File: src/rtl/serial_rx_tagbuf.sv
module serial_rx_tagbuf #(
  parameter int DEPTH = 16,
  parameter int OVS   = 16
) (
  input  logic       clk,
  input  logic       rst_n,
  input  logic       baud_tick,
  input  logic       rxd,
  input  logic       cfg_buffered,
  input  logic [1:0] cfg_data_bits,
  input  logic       cfg_par_en,
  input  logic       cfg_par_odd,
  input  logic [1:0] cfg_stop,
  input  logic       pop,
  output logic [7:0] rd_data,
  output logic       rd_perr,
  output logic       rd_ferr,
  output logic       rd_brk,
  output logic       data_avail,
  output logic       buf_empty,
  output logic       buf_full,
  output logic       overrun
);
  localparam int AW = $clog2(DEPTH);
  localparam int CW = $clog2(OVS);
  localparam logic [CW-1:0] HALF  = CW'(OVS/2 - 1);
  localparam logic [CW-1:0] FULLC = CW'(OVS - 1);
  localparam logic [CW-1:0] THREEQ = CW'(OVS*3/4 - 1);
  localparam logic [AW:0] CAPB = (AW+1)'(DEPTH);

  typedef enum logic [2:0] {S_IDLE, S_START, S_DATA, S_PAR, S_STOP} st_t;

  st_t           st;
  logic [CW-1:0] cnt;
  logic [2:0]    bidx;
  logic [7:0]    sh;
  logic          par_acc, par_bad, all_low, ferr_acc, stop2nd, line_hi;
  logic          done;
  logic [10:0]   done_word;

  logic          ferr_n, low_n, last_data, stop_hit;
  logic [CW-1:0] stop_lim;
  logic [7:0]    rx_byte;

  assign ferr_n    = ferr_acc | ~rxd;
  assign low_n     = all_low & ~rxd;
  assign last_data = (bidx == {1'b1, cfg_data_bits});
  assign stop_lim  = (stop2nd && cfg_stop == 2'd1) ? THREEQ : FULLC;
  assign stop_hit  = (cnt == stop_lim);
  assign rx_byte   = sh >> (2'd3 - cfg_data_bits);

  always_ff @(posedge clk or negedge rst_n) begin
    if (!rst_n) begin
      st        <= S_IDLE;
      cnt       <= '0;
      bidx      <= '0;
      sh        <= '0;
      par_acc   <= 1'b0;
      par_bad   <= 1'b0;
      all_low   <= 1'b0;
      ferr_acc  <= 1'b0;
      stop2nd   <= 1'b0;
      line_hi   <= 1'b0;
      done      <= 1'b0;
      done_word <= '0;
    end else begin
      done <= 1'b0;
      if (baud_tick) begin
        case (st)
          S_IDLE: begin
            line_hi <= rxd;
            if (!rxd && line_hi) begin
              st  <= S_START;
              cnt <= '0;
            end
          end
          S_START: begin
            if (cnt == HALF) begin
              cnt <= '0;
              if (rxd) begin
                st      <= S_IDLE;
                line_hi <= 1'b1;
              end else begin
                st      <= S_DATA;
                bidx    <= '0;
                all_low <= 1'b1;
                par_acc <= 1'b0;
                par_bad <= 1'b0;
              end
            end else begin
              cnt <= cnt + 1'b1;
            end
          end
          S_DATA: begin
            if (cnt == FULLC) begin
              cnt     <= '0;
              sh      <= {rxd, sh[7:1]};
              par_acc <= par_acc ^ rxd;
              all_low <= low_n;
              if (last_data) begin
                st       <= cfg_par_en ? S_PAR : S_STOP;
                stop2nd  <= 1'b0;
                ferr_acc <= 1'b0;
              end else begin
                bidx <= bidx + 1'b1;
              end
            end else begin
              cnt <= cnt + 1'b1;
            end
          end
          S_PAR: begin
            if (cnt == FULLC) begin
              cnt      <= '0;
              par_bad  <= ((par_acc ^ rxd) != cfg_par_odd);
              all_low  <= low_n;
              st       <= S_STOP;
              stop2nd  <= 1'b0;
              ferr_acc <= 1'b0;
            end else begin
              cnt <= cnt + 1'b1;
            end
          end
          S_STOP: begin
            if (stop_hit) begin
              cnt <= '0;
              if (!stop2nd && cfg_stop != 2'd0) begin
                stop2nd  <= 1'b1;
                ferr_acc <= ferr_n;
                all_low  <= low_n;
              end else begin
                st        <= S_IDLE;
                done      <= 1'b1;
                done_word <= {low_n, ferr_n, par_bad, rx_byte};
                line_hi   <= rxd;
              end
            end else begin
              cnt <= cnt + 1'b1;
            end
          end
          default: st <= S_IDLE;
        endcase
      end
    end
  end

  logic [10:0]  mem [DEPTH];
  logic [AW-1:0] wp, rp;
  logic [AW:0]   cnt_q;
  logic          mode_q;
  logic          push, popok, flush;

  assign flush    = (cfg_buffered != mode_q);
  assign buf_full = (cnt_q == (mode_q ? CAPB : (AW+1)'(1)));
  assign push     = done && !buf_full && !flush;
  assign popok    = pop && (cnt_q != '0) && !flush;

  always_ff @(posedge clk or negedge rst_n) begin
    if (!rst_n) begin
      mode_q  <= 1'b0;
      wp      <= '0;
      rp      <= '0;
      cnt_q   <= '0;
      overrun <= 1'b0;
    end else begin
      mode_q <= cfg_buffered;
      if (flush) begin
        wp      <= '0;
        rp      <= '0;
        cnt_q   <= '0;
        overrun <= 1'b0;
      end else begin
        if (push)  wp <= (wp == AW'(DEPTH-1)) ? '0 : wp + 1'b1;
        if (popok) rp <= (rp == AW'(DEPTH-1)) ? '0 : rp + 1'b1;
        cnt_q <= cnt_q + (AW+1)'(push) - (AW+1)'(popok);
        if (done && buf_full) overrun <= 1'b1;
        else if (popok)       overrun <= 1'b0;
      end
    end
  end

  always_ff @(posedge clk) begin
    if (push) mem[wp] <= done_word;
  end

  assign data_avail = (cnt_q != '0);
  assign buf_empty  = ~data_avail;
  assign {rd_brk, rd_ferr, rd_perr, rd_data} = data_avail ? mem[rp] : 11'd0;

  AST_NO_OVERFLOW: assert property (@(posedge clk) disable iff (!rst_n)
    cnt_q <= CAPB) else $error("queue count above depth");
  AST_SINGLE_CAP: assert property (@(posedge clk) disable iff (!rst_n)
    !mode_q |-> cnt_q <= (AW+1)'(1)) else $error("single mode holds more than one");
  AST_OVR_KEEP: assert property (@(posedge clk) disable iff (!rst_n)
    (done && buf_full && !pop && !flush) |=> (cnt_q == $past(cnt_q)) && overrun) else $error("overrun lost contents");
  AST_EMPTY_POP: assert property (@(posedge clk) disable iff (!rst_n)
    (pop && buf_empty && !done) |=> buf_empty) else $error("pop on empty changed store");
  AST_BRK_FERR: assert property (@(posedge clk) disable iff (!rst_n)
    (data_avail && rd_brk) |-> rd_ferr) else $error("break without framing flag");
  AST_FLUSH: assert property (@(posedge clk) disable iff (!rst_n)
    (cfg_buffered != mode_q) |=> buf_empty && !overrun) else $error("mode change kept entries");
endmodule

File: config.mk
export PLATFORM = sky130hd
export DESIGN_NAME = serial_rx_tagbuf
export DESIGN_NICKNAME = d
export VERILOG_FILES = /design/src/rtl/serial_rx_tagbuf.sv
export SDC_FILE = /design/constraint.sdc
export NUM_CORES = 1
export LEC_CHECK = 0
export ABC_AREA = 1
export ABC_CLOCK_PERIOD_IN_PS = 4070
export BUFFER_PORTS_ARGS = -buffer_cell sky130_fd_sc_hd__buf_4
export CORE_MARGIN = 2
export CORE_UTILIZATION = 25
export CTS_CLUSTER_SIZE = 14
export DETAILED_ROUTE_END_ITERATION = 16
export GPL_TIMING_DRIVEN = 0
export SYNTH_ARGS = -nofsm -noshare
export SYNTH_HDL_FRONTEND = slang
export SYNTH_SLANG_ARGS = --single-unit
File: constraint.sdc
create_clock -name clk -period 4.07 [get_ports clk]
set_input_delay 0.407 -clock clk [delete_from_list [all_inputs] [get_ports clk]]
set_output_delay 0.407 -clock clk [all_outputs]
set_load 0.005 [all_outputs]
==> summary.md, run 1 <==
| Metric | Value |
|---|---|
| Result of the run | `finished, final reports clean` |
| Seq. cell area | `6560 um^2` |
| Final total negative setup slack | `0 ps` |
| Commonest non-fill, non-tap cell in the layout | `nor2_1` |
| Placer congestion estimate | `0.983` |
| Terminus of the critical flop-to-flop path | `cnt_q[4]$_DFF_PN0_` |
| Arrival time reported for the critical path endpoint | `2910 ps` |
| Gate count after technology mapping | `973` |
| Count of synthesis-stage warnings from yosys | `0` |
| Fraction of the yosys area taken by sequential cells | `65.4%` |
| Synthesized net count | `999` |
| Per-cell routed wire length | `16.8 um` |
| Antenna violations before repair | `0` |
| Worst setup EP type | `primary output` |
| Total half-perimeter wirelength after legalization and detailed placement | `17.5 mm` |
| Cell depth of the worst min-delay path | `1` |
| Most frequent cells in the layout | `nor2_1 (214), edfxtp_1 (176), nand2_1 (145), o21ai_0 (104), nand3_1 (77)` |
| Main area contributors after synthesis | `edfxtp_1 (53%), dfrtp_1 (13%), nor2_1 (8.0%)` |
| Net count reported at finish | `1,049` |
| Post-synthesis instance area | `10,000 um^2` |
| Post-Syn Area per Cell | `10.3 um^2` |
| Filler cell count in the final layout | `4,152` |
| Initial cell density of the core | `25.3%` |
| Starting DRT DRC Count | `734` |
| Required time at the endpoint of the critical path | `3660 ps` |
| Layout overhead on the synthesized area | `15.2%` |
| Share of the clock period used by the worst path | `81.5%` |
| First-pass GRT wire length | `40.4 mm` |
| Startpoint types | `flip-flop` |
| Num Clock Sinks | `227` |
| Sum of overflow across all layers after global routing | `0` |
| Combined global-route utilization of all metal layers | `12.7%` |
| Count of unique library cells instantiated by Yosys | `42` |
| Number of design rule violations left after detail routing | `0` |
| Worst R2R Path Depth | `14` |
| Final ANT Viol Nets | `0` |
| Count of maximum capacitance violations | `0` |
| First-pass DRT Iterations | `5` |
| Area inside the core boundary | `39,600 um^2` |
| Detail-routed via count per cell | `4.61` |
| Count of hold-fix buffers inserted at cts | `1` |
| Worst IR drop on VDD | `0.000293 V` |
| Minimum period implied by the final worst setup slack | `3320 ps` |
| Hold endpoint | `mode_q$_DFF_PN0_` |
| Clk slew on worst S/H paths | `60 ps` |
| Area of the multi-input gates | `3020 um^2` |
| Power consumption | `6.41 mW` |
| Most common flop cell mapped by yosys | `edfxtp_1` |
| Post-CTS setup buffer count | `0` |
| Post-synth EDFFs | `176` |
| Quantity of gates resized following cts | `0` |
| Share of final-layout standard cells stronger than drive strength 1 | `8.67%` |
| Count of final setup violators | `0` |
| Post-synth ARST share | `22.5%` |
| Cell leakage power | `4.34 nW` |
| Unrepaired setup endpoints after global routing | `no` |
| Critical path peak fanout | `10` |
| I/O pins | `27` |
| Depth of the CTS H-tree | `1` |
| Dominant cell type by area after synthesis | `edfxtp_1` |
| Pins over their slew limit | `0` |
| Chip width | `204 um` |
| Vertical extent of the die | `204 um` |
| Reg2Reg Launch Point | `mode_q$_DFF_PN0_` |
| Highest clock rate | `301 MHz` |
| Critical path type | `flip-flop to primary output` |
| Slew at the pin closest to its max-slew limit | `1270 ps` |
| Row cnt | `73` |
| Post-synth top area share | `52.7%` |
| Post-detailed-routing wire length | `26.3 mm` |
| Synthesized flop and latch total | `227` |
| Total vias in the final route | `7,205` |
| Ratio of total power to cell area | `554 nW/um^2` |
| Worst rel slew slack | `15.3%` |
| Pin count of the biggest net entering global routing | `52` |
| Clock insertion delay at the later pin of the skew report | `530 ps` |
| CTS tree | `yes` |
| Kind of path behind the tightest hold check | `input pin to flip-flop` |
| Input/output buffers | `24` |
| Minimum setup slack among reg-to-reg paths | `1160 ps` |
| Final clock skew | `19.5 ps` |
| Number of clock buffers inserted by TritonCTS | `23` |
| Number of global-route vias before repair | `6,884` |
| Root buffer cell | `clkbuf_16` |
| Number of hold violations in the final report | `0` |
| Hold path start | `cfg_buffered` |
| CTS Buffer Depth | `3` |
| Area enclosed by the die boundary | `41,700 um^2` |
-- layout make-up --
class,instances,area share (%)
repair buffers,25,1.65
clock inverters,9,0.411
flip-flops and latches,227,56.8
diodes,1,0.0217
clock buffers,31,5.41
plain buffers,44,1.77
well taps,525,5.68
inverters,65,2.18
multi-input cells,637,26.1
-- cells in the mapped netlist, types with 2 or more instances --
cell	count
nor2_1	214
edfxtp_1	176
nand2_1	145
o21ai_0	104
nand3_1	77
inv_1	59
dfrtp_1	51
a21oi_1	27
clkbuf_1	21
buf_2	15
ha_1	13
o211ai_1	11
o21ai_1	7
xor2_1	5
inv_2	4
nand4_1	4
o22ai_1	4
buf_1	3
buf_4	3
nor3_1	3
nand2_4	2
o21a_1	2
o21ai_2	2
o21bai_1	2
xnor2_1	2
-- worst max-delay path, cell delays in order (launching register included) --
cell      delay [ps]
dfrtp_1          380
buf_2            170
inv_2             70
buf_2            210
clkbuf_1         550
o21ai_0          200
nand3_1          170
nand3_1          140
a21oi_1          340
buf_4            180
-- state kept, by name, indices dropped and copies added (netlist names) --
register   flops
mode_q         1
done_word     11
bidx           3
ferr_acc       1
st             3
sh             8
par_acc        1
mem          176
par_bad        1
stop2nd        1
rp             4
done           1
all_low        1
cnt_q          5
overrun        1
line_hi        1
cnt            4
wp             4
-- worst max path at each step --
stage | end | slack [ps] | startpoint | depth (start not counted)
6_report | rd_data[4] | 750 | rp[0]$_DFFE_PN0P_ | 9
4_1_cts | rd_data[2] | 820 | rp[0]$_DFFE_PN0P_ | 9
5_1_grt | rd_data[2] | 630 | rp[0]$_DFFE_PN0P_ | 9
3_3_place_gp | cnt_q[4]$_DFF_PN0_ | 1050 | cfg_buffered | 15
2_1_floorplan | cnt_q[4]$_DFF_PN0_ | 1550 | cfg_buffered | 14
3_5_place_dp | cnt_q[4]$_DFF_PN0_ | 1010 | cfg_buffered | 15
-- report_power, final --
part	switching (mW)	leakage, nW	total (mW)	internal [mW]
Combinational	1.27	1.84	1.84	0.568
Sequential	0.0751	2.17	2.63	2.55
Clock	0.871	0.321	1.94	1.07
-- layer usage --
metal  up-vias  track usage, %  wire (um)
met5         -               0          0
met2       290            19.5      11400
met3        57            3.33       2500
met1      3432            17.5      11500
met4         0            3.73        864
li1       3426               -          -
-- cells by family after synthesis --
| kind of cell | Yosys count | synth area share [%] |
|---|---|---|
| simple gates | 453 | 18.8 |
| flops | 227 | 65.4 |
| compound gates | 161 | 8.59 |
| buf+inv | 109 | 4.54 |
| fa+ha+maj | 14 | 1.82 |
| xor+xnor | 8 | 0.773 |
| mux | 1 | 0.0998 |
-- per-stage QoR --
stage | std cells | setup slack [ps] | area [um^2] | utilization (%) | hold slack (ps)
global route | 1563 | 626 | 11600 | 29.1 | 12.1
CTS | 1563 | 821 | 11600 | 29.1 | 9.18
floorplan | 973 | 1550 | 10000 | - | 111
global placement | 1522 | 1050 | 10900 | 27.4 | 459
finish | 1564 | 752 | 11600 | 29.1 | 32.7
detailed placement | 1522 | 1010 | 10900 | 27.4 | 474
(Power assumes the default switching activity.)
==> run 2, diff against run 1 <==
ABC_CLOCK_PERIOD_IN_PS = 3210   (was 4070)
clock period = 3.21 ns   (was 4.07 ns; I/O delays follow)
==> run 2 against run 1 <==
  * Routed wire length decreased by 0.16%
  * Sequential cell count unchanged
  * Critical path depth increased by 1
  * Clock skew increased by 3.0 ps
  * Power increased by 27%
  * Clock-buffer cell count unchanged
  * Core utilization increased by 0.076 points
  * Sequential share of layout area decreased by 0.15 points
  * Non-clock buffer count increased by 1
  * Sequential power increased by 27%
  * Largest power group unchanged
==> summary.md, run 2 (synthesized netlist as in run 1, its figures left out) <==
| Metric | Value |
|---|---|
| Antenna violations before repair | `0` |
| Required time at the endpoint of the critical path | `2890 ps` |
| Slew at the pin closest to its max-slew limit | `1350 ps` |
| Number of global-route vias before repair | `6,889` |
| Fraction of power spent switching nets | `34.4%` |
| Cell Int Power | `5.33 mW` |
| Minimum period implied by the final worst setup slack | `3060 ps` |
| Max FFs per register | `176` |
| Sequential power share | `41.0%` |
| Chip width | `204 um` |
| Placer congestion estimate | `0.983` |
| Result of the run | `finished, final reports clean` |
| Hold endpoint | `overrun$_DFFE_PN0P_` |
| First-pass DRT Iterations | `7` |
| Highest clock rate | `327 MHz` |
| Cell depth of the worst min-delay path | `4` |
| Arrival time reported for the critical path endpoint | `2730 ps` |
| Post-detailed-routing wire length | `26.2 mm` |
| Reg2Reg Launch Point | `cnt_q[3]$_DFF_PN0_` |
| Num Clock Sinks | `227` |
| Critical path peak fanout | `10` |
| Per-cell routed wire length | `16.8 um` |
| Critical path origin | `rp[0]$_DFFE_PN0P_` |
| Worst setup EP type | `primary output` |
| Startpoint types | `flip-flop` |
| Final clock skew | `22.5 ps` |
| Combined global-route utilization of all metal layers | `12.7%` |
| CTS Buffer Depth | `3` |
| Initial cell density of the core | `25.3%` |
| Power share of the clock group | `30.3%` |
| Input/output buffers | `24` |
| Critical path type | `flip-flop to primary output` |
| Count of final setup violators | `0` |
| Final core occ | `29.2%` |
| Worst R2R Path Depth | `18` |
| Number of hold violations in the final report | `0` |
| Commonest non-fill, non-tap cell in the layout | `nor2_1` |
| I/O pins | `27` |
| Vertical extent of the die | `204 um` |
| Area inside the core boundary | `39,600 um^2` |
| Sum of overflow across all layers after global routing | `0` |
| Total half-perimeter wirelength after legalization and detailed placement | `17.5 mm` |
| Row cnt | `73` |
| CTS tree | `yes` |
| Ratio of total power to cell area | `702 nW/um^2` |
| Worst setup margin | `154 ps` |
| Number of design rule violations left after detail routing | `0` |
| Layout overhead on the synthesized area | `15.5%` |
| Pins over their slew limit | `0` |
| Combinational Power Share | `28.7%` |
| Count of maximum capacitance violations | `0` |
| Switching pwr | `2.80 mW` |
| Total vias in the final route | `7,190` |
| Placed cell count | `1,522` |
| Final total negative setup slack | `0 ps` |
| First-pass GRT wire length | `40.4 mm` |
| Antenna diode count | `0` |
| Share of the clock period used by the worst path | `95.2%` |
| Most frequent cells in the layout | `nor2_1 (214), edfxtp_1 (176), nand2_1 (145), o21ai_0 (104), nand3_1 (77)` |
| Kind of path behind the tightest hold check | `input pin to flip-flop` |
| Worst rel slew slack | `9.68%` |
| Number of clock buffers inserted by TritonCTS | `23` |
| Root buffer cell | `clkbuf_16` |
| Clk slew on worst S/H paths | `60 ps` |
| Pin count of the biggest net entering global routing | `52` |
| Area enclosed by the die boundary | `41,700 um^2` |
| Worst IR drop on VDD | `0.000371 V` |
| Clock insertion delay at the later pin of the skew report | `530 ps` |
| Final instance count without filler cells | `1,564` |
| Register name with the most flops | `mem` |
| Net count reported at finish | `1,050` |
| Starting DRT DRC Count | `788` |
| Hold path start | `pop` |
| Unrepaired setup endpoints after global routing | `no` |
| Detail-routed via count per cell | `4.60` |
| Share of final-layout standard cells stronger than drive strength 1 | `9.14%` |
| Depth of the CTS H-tree | `1` |
| Terminus of the critical flop-to-flop path | `cnt_q[4]$_DFF_PN0_` |
| Final ANT Viol Nets | `0` |
| Cell leakage power | `4.36 nW` |
| Pre-CTS WS | `235 ps` |
| Minimum setup slack among reg-to-reg paths | `420 ps` |
| Registers with the most flip-flops | `mem: 176 flops, done_word: 11 flops, sh: 8 flops` |
## run 2: cell count changes in the layout (fill, tap and decap cells not counted), sizes merged
cell         before  now
dlygate4sd3       1    2
diode             1    0
buf              46   44
clkbuf           53   55
## run 2: area by class of cell
class	instances	area, um^2
plain buffers	44	215
clock buffers	31	626
clock inverters	9	47.5
fillers	4147	28100
inverters	65	251
multi-input cells	637	3030
flip-flops and latches	227	6560
well taps	525	657
repair buffers	26	200
## run 2: critical path: stages (launching register included)
cell,delay (ps)
dfrtp_1,350
buf_2,180
buf_2,260
buf_2,370
nor2_1,90
nor2_1,90
o21ai_0,100
nand3_1,130
nand3_1,190
a21oi_1,290
buf_4,170
## run 2: worst max-delay path by stage
stage	to	slack, ps	cells past startpoint
floorplan	cnt_q[4]$_DFF_PN0_	700	14
CTS	rd_data[2]	50	9
global placement	cnt_q[4]$_DFF_PN0_	270	15
finish	rd_ferr	150	10
global route	rd_data[5]	8	9
detailed placement	cnt_q[4]$_DFF_PN0_	230	15
## run 2: layer usage
metal,global-route usage (%),up-vias,routed length (um),part of all wire (%)
li1,-,3427,-,-
met1,17.5,3453,11800,45
met2,19.5,264,11500,44
met3,3.30,46,2230,8.5
met4,3.73,0,706,2.7
met5,0,-,0,0
## run 2: metrics by stage
stage,hold slack [ps],total power [mW],instance area (um^2)
after floorplan,25.4,4.79,10000
after global routing,138,8.57,11600
after CTS,98.4,8.14,11600
after global placement,405,5.65,10900
after detailed placement,409,5.68,10900
final,126,8.13,11600
## run 2: repair_timing
item                                    CTS  global route
resized for setup                         0            14
hold endpoints to repair                 52             0
hold buffers                              2             0
buffers inserted                          0             0
endpoints found under the setup margin    0             8
## run 2: power by group through the flow
stage	Clock, mW	Combinational, mW	Sequential (mW)
floorplan	0	1.42	3.37
global placement	0	2.26	3.39
detailed placement	0	2.29	3.39
CTS	2.51	2.30	3.33
global route	2.63	2.60	3.35
finish	2.46	2.34	3.33
==> run 3, diff against run 2 <==
CORE_UTILIZATION = 45   (was 25)
==> run 3 against run 2 <==
  * Largest cell class unchanged
  * Clock-buffer cell count increased by 6
  * Global-route usage grew 9.5 points
  * Maximum frequency grew 0.65%
  * Register-to-register slack lost 40 ps
  * Critical path depth down 1
==> summary.md, run 3 (synthesized netlist as in run 1, its figures left out) <==
| Metric | Value |
|---|---|
| Slew at the pin closest to its max-slew limit | `1350 ps` |
| Detail-routed via count per cell | `5.41` |
| Final ANT Viol Nets | `0` |
| Worst setup EP type | `primary output` |
| Depth of the CTS H-tree | `1` |
| Filler cell count in the final layout | `1,946` |
| Number of global-route vias before repair | `6,744` |
| Register name with the most flops | `mem` |
| Clk slew on worst S/H paths | `60 ps` |
| Worst R2R Path Depth | `18` |
| Starting DRT DRC Count | `730` |
| Cell leakage power | `4.42 nW` |
| Arrival time reported for the critical path endpoint | `2720 ps` |
| Total vias in the final route | `7,165` |
| Initial cell density of the core | `46.0%` |
| Max FFs per register | `176` |
| I/O pins | `27` |
| Antenna diode count | `0` |
| Total half-perimeter wirelength after legalization and detailed placement | `17.3 mm` |
| Final clock skew | `21.8 ps` |
| Number of design rule violations left after detail routing | `0` |
| Minimum period implied by the final worst setup slack | `3040 ps` |
| Num Clock Sinks | `227` |
| Net count reported at finish | `1,053` |
| Clock insertion delay at the later pin of the skew report | `520 ps` |
| CTS tree | `yes` |
| Antenna violations before repair | `0` |
| Pins over their slew limit | `0` |
| Worst rel slew slack | `9.37%` |
| Layout overhead on the synthesized area | `13.8%` |
| First-pass GRT wire length | `39.5 mm` |
| Commonest non-fill, non-tap cell in the layout | `nor2_1` |
| Vertical extent of the die | `153 um` |
| Placer congestion estimate | `0.911` |
| Number of hold violations in the final report | `0` |
| Area of the multi-input gates | `3030 um^2` |
| Worst IR drop on VDD | `0.000417 V` |
| Cell depth of the worst min-delay path | `4` |
| Area inside the core boundary | `21,800 um^2` |
| Chip width | `153 um` |
| Input/output buffers | `24` |
| Pin count of the biggest net entering global routing | `52` |
| Area enclosed by the die boundary | `23,500 um^2` |
| Seq. cell area | `6560 um^2` |
| Minimum setup slack among reg-to-reg paths | `380 ps` |
| Critical path type | `flip-flop to primary output` |
| CTS Buffer Depth | `3` |
| Final total negative setup slack | `0 ps` |
| Count of final setup violators | `0` |
| First-pass DRT Iterations | `5` |
| Sum of overflow across all layers after global routing | `0` |
| Count of maximum capacitance violations | `0` |
| Number of clock buffers inserted by TritonCTS | `24` |
| Registers with the most flip-flops | `mem: 176 flops, done_word: 11 flops, sh: 8 flops` |
| Result of the run | `finished, final reports clean` |
| Highest clock rate | `329 MHz` |
| Ratio of total power to cell area | `729 nW/um^2` |
| Row cnt | `54` |
| Most frequent cells in the layout | `nor2_1 (214), edfxtp_1 (176), nand2_1 (145), o21ai_0 (104), nand3_1 (77)` |
| Post-CTS setup buffer count | `0` |
| Share of final-layout standard cells stronger than drive strength 1 | `9.57%` |
| Per-cell routed wire length | `19.6 um` |
| Share of the clock period used by the worst path | `94.6%` |
| Critical path peak fanout | `10` |
| Post-detailed-routing wire length | `25.9 mm` |
| Power consumption | `8.32 mW` |
| Kind of path behind the tightest hold check | `input pin to flip-flop` |
| Unrepaired setup endpoints after global routing | `no` |
| Combined global-route utilization of all metal layers | `22.2%` |
| Startpoint types | `flip-flop` |
| Root buffer cell | `clkbuf_16` |
| Required time at the endpoint of the critical path | `2890 ps` |
[run 3: what timing repair did]
action	in CTS	in global routing
setup endpoints to repair	0	8
resized for setup	0	7
hold buffers	2	0
endpoints found under the hold margin	52	0
[run 3: routing by layer]
metal | vias up | wire length (um) | global-route usage [%]
met5 | - | 77 | 2.48
met4 | 2 | 788 | 7.01
met3 | 51 | 1830 | 3.91
met2 | 266 | 12200 | 35.1
met1 | 3425 | 11100 | 31.3
li1 | 3421 | - | -
[run 3: stage by stage]
step	area, um^2	setup WS, ps	util [%]	cells	hold slack [ps]
finish	11400	174	52.3	1325	116
global route	11400	34.3	52.3	1325	116
CTS	11400	40.4	52.2	1324	106
detailed placement	10600	170	48.5	1278	414
global placement	10600	115	48.4	1277	410
floorplan	10000	703	-	973	25.4
[run 3: final cells by class]
cell class	instances	area share, %
Inverter	65	2.20
Timing Repair Buffer	28	1.92
Clock buffer	37	6.23
Tap cell	280	3.07
Clock inverter	7	0.746
Multi-Input combinational cell	637	26.5
Sequential cell	227	57.5
Buffer	44	1.82
[run 3: worst max-delay path, cell delays in order (launching register included)]
cell and delay, ps:
dfrtp_1 360, buf_2 190, clkbuf_1 530, nor2_1 110, nor2_1 100, o21ai_0 150
nand3_1 150, nand3_1 170, a21oi_1 290, buf_4 160
[run 3: power by group]
part	total, mW	internal (mW)	switching (mW)
Sequential	3.33	3.24	0.0958
Clock	2.78	1.68	1.10
Combinational	2.20	0.725	1.48
[run 3: path summary, 6_finish.rpt]
path / startpoint / to
min: pop / overrun$_DFFE_PN0P_
max: rp[0]$_DFFE_PN0P_ / rd_brk
max reg2reg: cnt_q[2]$_DFF_PN0_ / cnt_q[4]$_DFF_PN0_
max in group asynchronous: rst_n / rp[1]$_DFFE_PN0P_
min reg2reg: all_low$_DFFE_PN0P_ / all_low$_DFFE_PN0P_
min in group asynchronous: rst_n / sh[4]$_DFFE_PN0P_
